===== src/rtl/ebuf_pkg.sv =====
package ebuf_pkg;

    localparam int unsigned NIB_W = 4;

    // One stored entry: the nibble plus a flag marking the last nibble of a packet
    typedef struct packed {
        logic             last;
        logic [NIB_W-1:0] nib;
    } ent_t;

endpackage


===== src/rtl/ebuf_wr_tag.sv =====
// Input staging: delays each nibble by one cycle so that the end-of-packet
// tag can be attached once rx_dv is seen falling; drops packet tails after overflow.
module ebuf_wr_tag
    import ebuf_pkg::*;
(
    input  logic             clk,
    input  logic             rst_n,
    input  logic             rx_dv,
    input  logic [NIB_W-1:0] rx_nib,
    input  logic             full,
    output logic             push,
    output logic             ovf_evt,
    output ent_t             wr_ent
);

    typedef struct packed {
        logic             vld;
        logic             drop;
        logic [NIB_W-1:0] nib;
    } stage_t;

    stage_t s_d, s_q;

    always_comb begin
        s_d         = s_q;
        push        = s_q.vld && !full;
        ovf_evt     = s_q.vld && full;
        wr_ent.last = !rx_dv;
        wr_ent.nib  = s_q.nib;

        if (ovf_evt) begin
            s_d.vld  = 1'b0;
            s_d.drop = rx_dv;
        end else begin
            s_d.drop = s_q.drop && rx_dv;
            s_d.vld  = rx_dv && !s_q.drop;
            if (rx_dv) begin
                s_d.nib = rx_nib;
            end
        end
    end

    always_ff @(posedge clk) begin
        if (!rst_n) begin
            s_q <= '0;
        end else begin
            s_q <= s_d;
        end
    end

endmodule


===== src/rtl/ebuf_store.sv =====
// Circular entry storage with pointers and an occupancy count; flush empties it.
module ebuf_store
    import ebuf_pkg::*;
#(
    parameter int unsigned DEPTH = 64,
    localparam int unsigned PTR_W = (DEPTH > 1) ? $clog2(DEPTH) : 1,
    localparam int unsigned CNT_W = $clog2(DEPTH + 1)
) (
    input  logic             clk,
    input  logic             rst_n,
    input  logic             push,
    input  logic             pop,
    input  logic             flush,
    input  ent_t             wr_ent,
    output ent_t             rd_ent,
    output logic [CNT_W-1:0] count,
    output logic             empty,
    output logic             full
);

    typedef struct packed {
        logic [PTR_W-1:0] wr;
        logic [PTR_W-1:0] rd;
        logic [CNT_W-1:0] cnt;
    } ptr_t;

    ptr_t p_d, p_q;
    ent_t mem [DEPTH];

    function automatic logic [PTR_W-1:0] ptr_inc(input logic [PTR_W-1:0] p);
        if (p == PTR_W'(DEPTH - 1)) begin
            return '0;
        end
        return p + 1'b1;
    endfunction

    always_comb begin
        p_d = p_q;
        if (flush) begin
            p_d = '0;
        end else begin
            if (push) begin
                p_d.wr = ptr_inc(p_q.wr);
            end
            if (pop) begin
                p_d.rd = ptr_inc(p_q.rd);
            end
            if (push && !pop) begin
                p_d.cnt = p_q.cnt + 1'b1;
            end else if (pop && !push) begin
                p_d.cnt = p_q.cnt - 1'b1;
            end
        end
    end

    always_ff @(posedge clk) begin
        if (!rst_n) begin
            p_q <= '0;
        end else begin
            p_q <= p_d;
        end
    end

    always_ff @(posedge clk) begin
        if (push) begin
            mem[p_q.wr] <= wr_ent;
        end
    end

    assign rd_ent = mem[p_q.rd];
    assign count  = p_q.cnt;
    assign empty  = (p_q.cnt == '0);
    assign full   = (p_q.cnt == CNT_W'(DEPTH));

endmodule


===== src/rtl/ebuf_rd_ctrl.sv =====
// Output side: starts packets only when not held, finishes started packets,
// inserts the inter-packet gap and latches the fault release.
module ebuf_rd_ctrl
    import ebuf_pkg::*;
#(
    parameter int unsigned MIN_GAP = 2,
    localparam int unsigned GAP_W = $clog2(MIN_GAP + 2)
) (
    input  logic             clk,
    input  logic             rst_n,
    input  logic             tx_hold,
    input  logic             fault,
    input  logic             flush,
    input  logic             empty,
    input  ent_t             rd_ent,
    output logic             pop,
    output logic             out_dv,
    output logic [NIB_W-1:0] out_nib,
    output logic             out_last,
    output logic             rel
);

    typedef struct packed {
        logic             dv;
        logic             last;
        logic [NIB_W-1:0] nib;
        logic             in_pkt;
        logic             rel;
        logic [GAP_W-1:0] gap;
    } rd_t;

    rd_t r_d, r_q;
    logic hold_eff;

    always_comb begin
        r_d      = r_q;
        hold_eff = tx_hold && !r_q.rel;
        pop      = !flush && !empty && (r_q.gap == '0) && (r_q.in_pkt || !hold_eff);

        r_d.rel  = fault || (r_q.rel && (!empty || r_q.in_pkt));

        if (flush) begin
            r_d.dv     = 1'b0;
            r_d.last   = 1'b0;
            r_d.in_pkt = 1'b0;
            r_d.gap    = '0;
        end else if (pop) begin
            r_d.dv     = 1'b1;
            r_d.nib    = rd_ent.nib;
            r_d.last   = rd_ent.last;
            r_d.in_pkt = !rd_ent.last;
            r_d.gap    = rd_ent.last ? GAP_W'(MIN_GAP) : '0;
        end else begin
            r_d.dv   = 1'b0;
            r_d.last = 1'b0;
            if (r_q.gap != '0) begin
                r_d.gap = r_q.gap - 1'b1;
            end
        end
    end

    always_ff @(posedge clk) begin
        if (!rst_n) begin
            r_q <= '0;
        end else begin
            r_q <= r_d;
        end
    end

    assign out_dv   = r_q.dv;
    assign out_nib  = r_q.nib;
    assign out_last = r_q.last;
    assign rel      = r_q.rel;

endmodule


===== src/rtl/rx_elastic_buf.sv =====
// Receive elastic buffer top: write tagging, storage, read control, overflow flag.
module rx_elastic_buf
    import ebuf_pkg::*;
#(
    parameter int unsigned DEPTH   = 64,
    parameter int unsigned MIN_GAP = 2,
    localparam int unsigned CNT_W  = $clog2(DEPTH + 1)
) (
    input  logic             clk,
    input  logic             rst_n,
    input  logic             rx_dv,
    input  logic [NIB_W-1:0] rx_nib,
    input  logic             tx_hold,
    input  logic             fault,
    input  logic             ovf_clr,
    output logic             out_dv,
    output logic [NIB_W-1:0] out_nib,
    output logic             ovf_flag
);

    typedef struct packed {
        logic flag;
    } stat_t;

    stat_t f_d, f_q;

    logic             push;
    logic             pop;
    logic             ovf_evt;
    logic             full;
    logic             empty;
    logic             out_last;
    logic             rel;
    logic [CNT_W-1:0] count;
    ent_t             wr_ent;
    ent_t             rd_ent;

    ebuf_wr_tag i_wr (
        .clk     (clk),
        .rst_n   (rst_n),
        .rx_dv   (rx_dv),
        .rx_nib  (rx_nib),
        .full    (full),
        .push    (push),
        .ovf_evt (ovf_evt),
        .wr_ent  (wr_ent)
    );

    ebuf_store #(.DEPTH(DEPTH)) i_store (
        .clk    (clk),
        .rst_n  (rst_n),
        .push   (push),
        .pop    (pop),
        .flush  (ovf_evt),
        .wr_ent (wr_ent),
        .rd_ent (rd_ent),
        .count  (count),
        .empty  (empty),
        .full   (full)
    );

    ebuf_rd_ctrl #(.MIN_GAP(MIN_GAP)) i_rd (
        .clk      (clk),
        .rst_n    (rst_n),
        .tx_hold  (tx_hold),
        .fault    (fault),
        .flush    (ovf_evt),
        .empty    (empty),
        .rd_ent   (rd_ent),
        .pop      (pop),
        .out_dv   (out_dv),
        .out_nib  (out_nib),
        .out_last (out_last),
        .rel      (rel)
    );

    always_comb begin
        f_d = f_q;
        if (ovf_evt) begin
            f_d.flag = 1'b1;
        end else if (ovf_clr) begin
            f_d.flag = 1'b0;
        end
    end

    always_ff @(posedge clk) begin
        if (!rst_n) begin
            f_q <= '0;
        end else begin
            f_q <= f_d;
        end
    end

    assign ovf_flag = f_q.flag;

endmodule


===== config.mk =====
export PLATFORM = sky130hd
export DESIGN_NAME = rx_elastic_buf
export DESIGN_NICKNAME = d
export VERILOG_FILES = /design/src/rtl/ebuf_pkg.sv /design/src/rtl/ebuf_wr_tag.sv /design/src/rtl/ebuf_store.sv /design/src/rtl/ebuf_rd_ctrl.sv /design/src/rtl/rx_elastic_buf.sv
export SDC_FILE = /design/constraint.sdc
export NUM_CORES = 1
export LEC_CHECK = 0
export ABC_AREA = 1
export BUFFER_PORTS_ARGS = -buffer_cell sky130_fd_sc_hd__buf_2
export CORE_UTILIZATION = 40
export CTS_BUF_LIST = sky130_fd_sc_hd__clkbuf_16
export CTS_CLUSTER_SIZE = 20
export DETAILED_ROUTE_END_ITERATION = 8
export PLACE_DENSITY = 0.62
export SLEW_MARGIN = 25
export SYNTH_ARGS = -nofsm -noshare
export SYNTH_HDL_FRONTEND = slang
export SYNTH_SLANG_ARGS = --single-unit
export TNS_END_PERCENT = 30

===== constraint.sdc =====
create_clock -name clk -period 5.8 [get_ports clk]
set_input_delay 1.16 -clock clk [delete_from_list [all_inputs] [get_ports clk]]
set_output_delay 1.16 -clock clk [all_outputs]
set_load 0.02 [all_outputs]

==> results.yml, run 1 <==
run_status:
  status: "finished clean"
global_routing:
  grt_max_degree: 93
  antenna_found_initial: 1
  track_usage: 0.184
  grt_pass1_wl_um: 54300
  grt_pass1_vias: 9511
  grt_overflow_total: 0
logic_synthesis:
  ys_seq_area_frac: 0.695
  syn_area_sq_mm: 0.0150
  synthDistinctLibCells: 35
  syn_avg_cell_area_sq_um: 11.2
  syn-instance-count: 1343
  ys.flop_type: "edfxtp_1"
  synth_fp_nets: 1364
  synth.ff_latch_count: 361
  synth-async-reset-ratio: 0
  yosys_warnings: 0
  synth_edf_count: 320
timing:
  fin_worst_skew_ns: 0.0157
  max_slew_margin: 0.308
  hold_viol: 0
  rsz0062_at_grt: "false"
  setup_tns_ns: 0
  fmax_ghz: 0.284
  setup_violations: 0
  worst_pin_slew_ns: 1.04
  finalCritPeriodShare: 0.608
  drv_slew: 0
  fin_crit_ns: 3.52
placed_design:
  dpl.hpwl_um: 19800
  io_buffers: 15
  place_inst: 1763
  gp_routability_congestion: 0.836
route:
  ant_nets: 0
  wirelength_um: 34600
  drtIter0Drc: 964
  dr.pass1.iters: 6
  num_vias: 9766
  wire_per_inst_um: 18.9
  drc_errors: 0
  detail_route.vias_per_cell: 5.34
die:
  core_area_sq_mm: 0.0368
  fp-row-count: 70
  ios: 16
  die_x_um: 196
  die_h_um: 196
  start_util: 0.408
  dieArea_sq_mm: 0.0383
critical_path:
  start_kind: "primary input"
  cp-end-kind: "flip-flop"
  cp.required_ns: 6.20
  crit_type: "in -> reg"
  arrival_ns: 3.93
  rrSetupSlack_ns: 2.50
  path_max_fanout: 13
clock_network:
  cts_buffers: 38
  cts_sinks: 361
  post-cts-setup-buffer-count: 0
  cts_tree: "built"
  clk_pin_slew_ns: 0.06
  ctsHtreeMaxLevel: 2
  cts_buffer_depth: 3
  post_cts_resized: 0
  postCtsHoldBufs: 0
  clk_latency_ns: 0.52
  cts_root_buf: "clkbuf_16"
final_layout:
  nets: 1356
  drive_gt1_frac: 0.0675
  areaGrowthSynthToFinish_pct: 9.86
  antennaDiodeCount: 0
  final_common_cell: "edfxtp_1"
  instances_no_fill: 1830
  layout_common_cells: "320 x edfxtp_1, 278 x nand2_1, 185 x nor2_1"
pwr:
  p_leak_nw: 5.77
  irDropWorstVdd_mv: 0.245
  powerDensity_mw_per_mm2: 421
min_path:
  hold_class: "reg -> reg"
job:
  maxCapViolCount: 0
[cell type report]
| class | count | area, sq um |
|---|---|---|
| Fill cell | 3444 | 20300 |
| Clock buffer | 41 | 1030 |
| Sequential cell | 361 | 10400 |
| Clock inverter | 26 | 155 |
| Tap cell | 468 | 586 |
| Inverter | 59 | 224 |
| Timing Repair Buffer | 27 | 165 |
| Multi-Input combinational cell | 848 | 3890 |
[worst max-delay path, cell delays in order]
cell      delay [ns]
buf_2           0.09
nor3b_1         0.12
nand3b_1        0.18
nor2_2          0.46
inv_2           0.23
ha_1            0.27
inv_1           0.20
ha_1            0.29
a21oi_1         0.18
nand2_1         0.07
nand2_1         0.08
nand2_1         0.05
a21oi_1         0.16
nor2_1          0.06
nor2_1          0.08
nand2_1         0.07
o21ai_0         0.14
a21oi_1         0.05
[power breakdown]
group	internal [mW]	switching [mW]
clock	1.35	0.963
sequential	2.92	0.102
combinational	0.489	1.13
total	4.76	2.19
[synth_stat cells (8+ instances only)]
master    count  area (sq um)
a21oi_1      36           180
buf_2        30           150
ha_1         10           125
edfxtp_1    320          9610
nand4_1       8          50.1
nor2_1      185           694
dfxtp_1      41           821
clkbuf_1     16          60.1
nand3_1     139           696
inv_1        54           203
buf_4        16           120
buf_6        10           113
o21ai_0     101           505
nand2_1     278          1040
o21ai_1      18          90.1
o22ai_1      44           275
nor3_1        8          40.0
[sequential cells by signal, summed over array words and instances, names as in the netlist, named ones only]
signal         cells
i_rd.out_nib       4
i_rd.r_q           3
i_rd.out_dv        1
i_store.count      7
ovf_flag           1
i_rd.rel           1
i_wr.s_q           2
i_store.mem      320
i_store.p_q       12
i_wr.wr_ent        4
[path summary, 6_finish.rpt]
check / start / to / cells past startpoint
setup reg to reg: i_store.count[0] / i_store.count[6] / 20
hold / removal: i_wr.s_q[4] / i_wr.s_q[5] / 1
setup / recovery: tx_hold / i_store.count[6] / 18
hold reg to reg: i_wr.s_q[4] / i_wr.s_q[5] / 1
[cells by family (layout without fill, tap and decap cells)]
logic type / count (synthesis) / count (layout) / share of synthesized area
AND/OR/NAND/NOR: 629 / 629 / 0.174
XOR/XNOR: 6 / 6 / 0.00350
adder cells (fa/ha/maj): 11 / 11 / 0.00967
AO/OA/AOI/OAI: 202 / 202 / 0.0715
flip-flops: 361 / 361 / 0.695
buffers and inverters: 134 / 153 / 0.0459
[through the flow]
stage	hold WS, ns	setup WS [ns]	total power [mW]	cell area (sq um)	utilization
2_1_floorplan	0.400	2.43	4.35	15000	-
3_3_place_gp	0.409	1.80	4.67	15300	0.416
3_5_place_dp	0.426	1.76	4.69	15300	0.416
4_1_cts	0.434	2.28	6.99	16500	0.448
5_1_grt	0.465	1.88	7.30	16500	0.448
6_report	0.430	2.28	6.95	16500	0.448
[per-layer routing]
| layer | wire length, um | vias up | track usage |
|---|---|---|---|
| met5 | 0 | - | 0 |
| met4 | 743 | 0 | 0.0492 |
| met2 | 16100 | 296 | 0.297 |
| met3 | 1970 | 61 | 0.0263 |
| met1 | 15800 | 4724 | 0.260 |
| li1 | - | 4685 | - |
No activity file was read; power rests on OpenSTA's default activity.
==> run 2: changes to the inputs <==
clock period = 3.51 ns   (was 5.8 ns; I/O delays follow)
==> run 2 against run 1 <==
  * Hold slack lost 0.027 ns
  * Count of clock-buffer cells in the layout unchanged
  * Wire length increased by 1.5%
  * Clock skew is 0.00073 ns lower
  * Register-to-register slack got worse by 2.0 ns
  * First-iteration DRC count shrank 3.8%
  * Clock power rose by 67%
  * Final cell count up 0.44%
  * Via count increased by 1.0%
  * Worst setup slack worse by 1.8 ns
==> results.yml, run 2 (synthesis results as in run 1) <==
die:
  core_area_sq_mm: 0.0368
  die_x_um: 196
  start_util: 0.408
  die_h_um: 196
  ios: 16
  dieArea_sq_mm: 0.0383
  fp-row-count: 70
final_layout:
  nets: 1362
  layout_common_cells: "320 x edfxtp_1, 278 x nand2_1, 185 x nor2_1"
  drive_gt1_frac: 0.0760
  design_area_sq_mm: 0.0166
  regMostFlops: "i_store.mem"
  final_common_cell: "edfxtp_1"
  largest_reg_flops: 320
  areaGrowthSynthToFinish_pct: 10.6
critical_path:
  start_kind: "flip-flop"
  cp-end-kind: "flip-flop"
  path_max_fanout: 12
  arrival_ns: 3.48
  crit_type: "reg -> reg"
  cp.required_ns: 3.93
pwr:
  irDropWorstVdd_mv: 0.478
  powerDensity_mw_per_mm2: 700
  p_leak_nw: 5.82
timing:
  drv_slew: 0
  finalCritPeriodShare: 0.871
  worst_pin_slew_ns: 0.974
  max_slew_margin: 0.350
  setup_violations: 0
  setup_tns_ns: 0
  rsz0062_at_grt: "false"
  hold_viol: 0
  fmax_ghz: 0.327
  fin_crit_ns: 3.06
  fin_worst_skew_ns: 0.0150
clock_network:
  cts_root_buf: "clkbuf_16"
  postCtsHoldBufs: 0
  post_cts_resized: 0
  clk_pin_slew_ns: 0.06
  cts_tree: "built"
  ctsHtreeMaxLevel: 2
  cts_buffers: 38
  post-cts-setup-buffer-count: 0
  clk_latency_ns: 0.53
  cts_sinks: 361
  cts_buffer_depth: 3
global_routing:
  antenna_found_initial: 0
  grt_max_degree: 173
  grt_overflow_total: 0
  grt_pass1_wl_um: 55400
  grt_pass1_vias: 9900
  track_usage: 0.187
min_path:
  hold_class: "in -> reg"
route:
  detail_route.vias_per_cell: 5.37
  wirelength_um: 35100
  num_vias: 9868
  wire_per_inst_um: 19.1
  drtIter0Drc: 927
  ant_nets: 0
  dr.pass1.iters: 5
  drc_errors: 0
run_status:
  status: "finished clean"
placed_design:
  dpl.hpwl_um: 20400
  io_buffers: 15
  gp_routability_congestion: 0.820
  placed_cell_area_sq_mm: 0.0154
job:
  maxCapViolCount: 0
==> run 2: changes by cell type in the layout (fill, tap and decap cells not counted), moves of 2 or more <==
| cell | delta |
|---|---|
| dfxtp_4 | +2 |
| buf_4 | +3 |
| dfxtp_2 | -2 |
| clkinv_4 | +2 |
| buf_12 | +3 |
| clkinv_2 | +2 |
| clkinv_1 | -3 |
==> run 2: final cells by class <==
cell class / instances / area (sq um)
clock inverter: 27 / 175
fill: 3338 / 20200
clock buffer: 41 / 1030
inverter: 59 / 224
tap: 468 / 586
sequential: 361 / 10400
multi-input combinational: 848 / 3890
timing repair buffer: 33 / 248
antenna: 1 / 2.50
==> run 2: path summary, 6_finish.rpt <==
| check | startpoint | cells after the start | endpoint | slack, ns |
|---|---|---|---|---|
| min | rx_nib[2] | 3 | i_wr.wr_ent[2] | 0.40 |
| max reg2reg | i_store.count[4] | 20 | i_store.count[6] | 0.45 |
| min reg2reg | i_wr.s_q[4] | 1 | i_wr.s_q[5] | 0.42 |
| max | i_store.count[4] | 20 | i_store.count[6] | 0.45 |
==> run 2: per-layer routing <==
metal / track usage / wire (um) / vias to the layer above
met1: 0.254 / 15800 / 4802
met3: 0.0328 / 2140 / 68
met5: 0 / 0 / -
met4: 0.0642 / 1010 / 0
li1: - / - / 4703
met2: 0.305 / 16100 / 295
==> run 2: power by group <==
| group | internal [mW] | switching (mW) | total (mW) | leakage (nW) |
|---|---|---|---|---|
| Combinational | 0.863 | 1.91 | 2.77 | 1.95 |
| Clock | 2.25 | 1.61 | 3.86 | 0.617 |
| Sequential | 4.82 | 0.158 | 4.98 | 3.25 |
==> run 2: worst max-delay path: stages (launching register included) <==
cell	delay [ns]
dfxtp_1	0.33
nor2_1	0.12
inv_1	0.07
nor3_2	0.23
inv_2	0.07
nor2_4	0.17
nor2_2	0.07
inv_2	0.17
ha_1	0.22
inv_1	0.15
fa_1	0.45
nand3_1	0.13
nand2_1	0.06
nand2_1	0.08
nand2_1	0.06
a21oi_1	0.16
nor2_1	0.06
nor2_1	0.08
nand2_1	0.06
o21ai_0	0.14
a21oi_1	0.06
==> run 2: through the flow <==
step / cells / hold WS [ns] / utilization / total power [mW] / setup slack, ns
2_1_floorplan: 1343 / 0.400 / - / 7.18 / 0.600
3_3_place_gp: 1768 / 0.414 / 0.418 / 7.80 / 0.377
3_5_place_dp: 1768 / 0.417 / 0.418 / 7.82 / 0.354
4_1_cts: 1836 / 0.393 / 0.451 / 11.7 / 0.446
5_1_grt: 1837 / 0.404 / 0.451 / 12.2 / 0.108
6_report: 1838 / 0.403 / 0.451 / 11.6 / 0.452
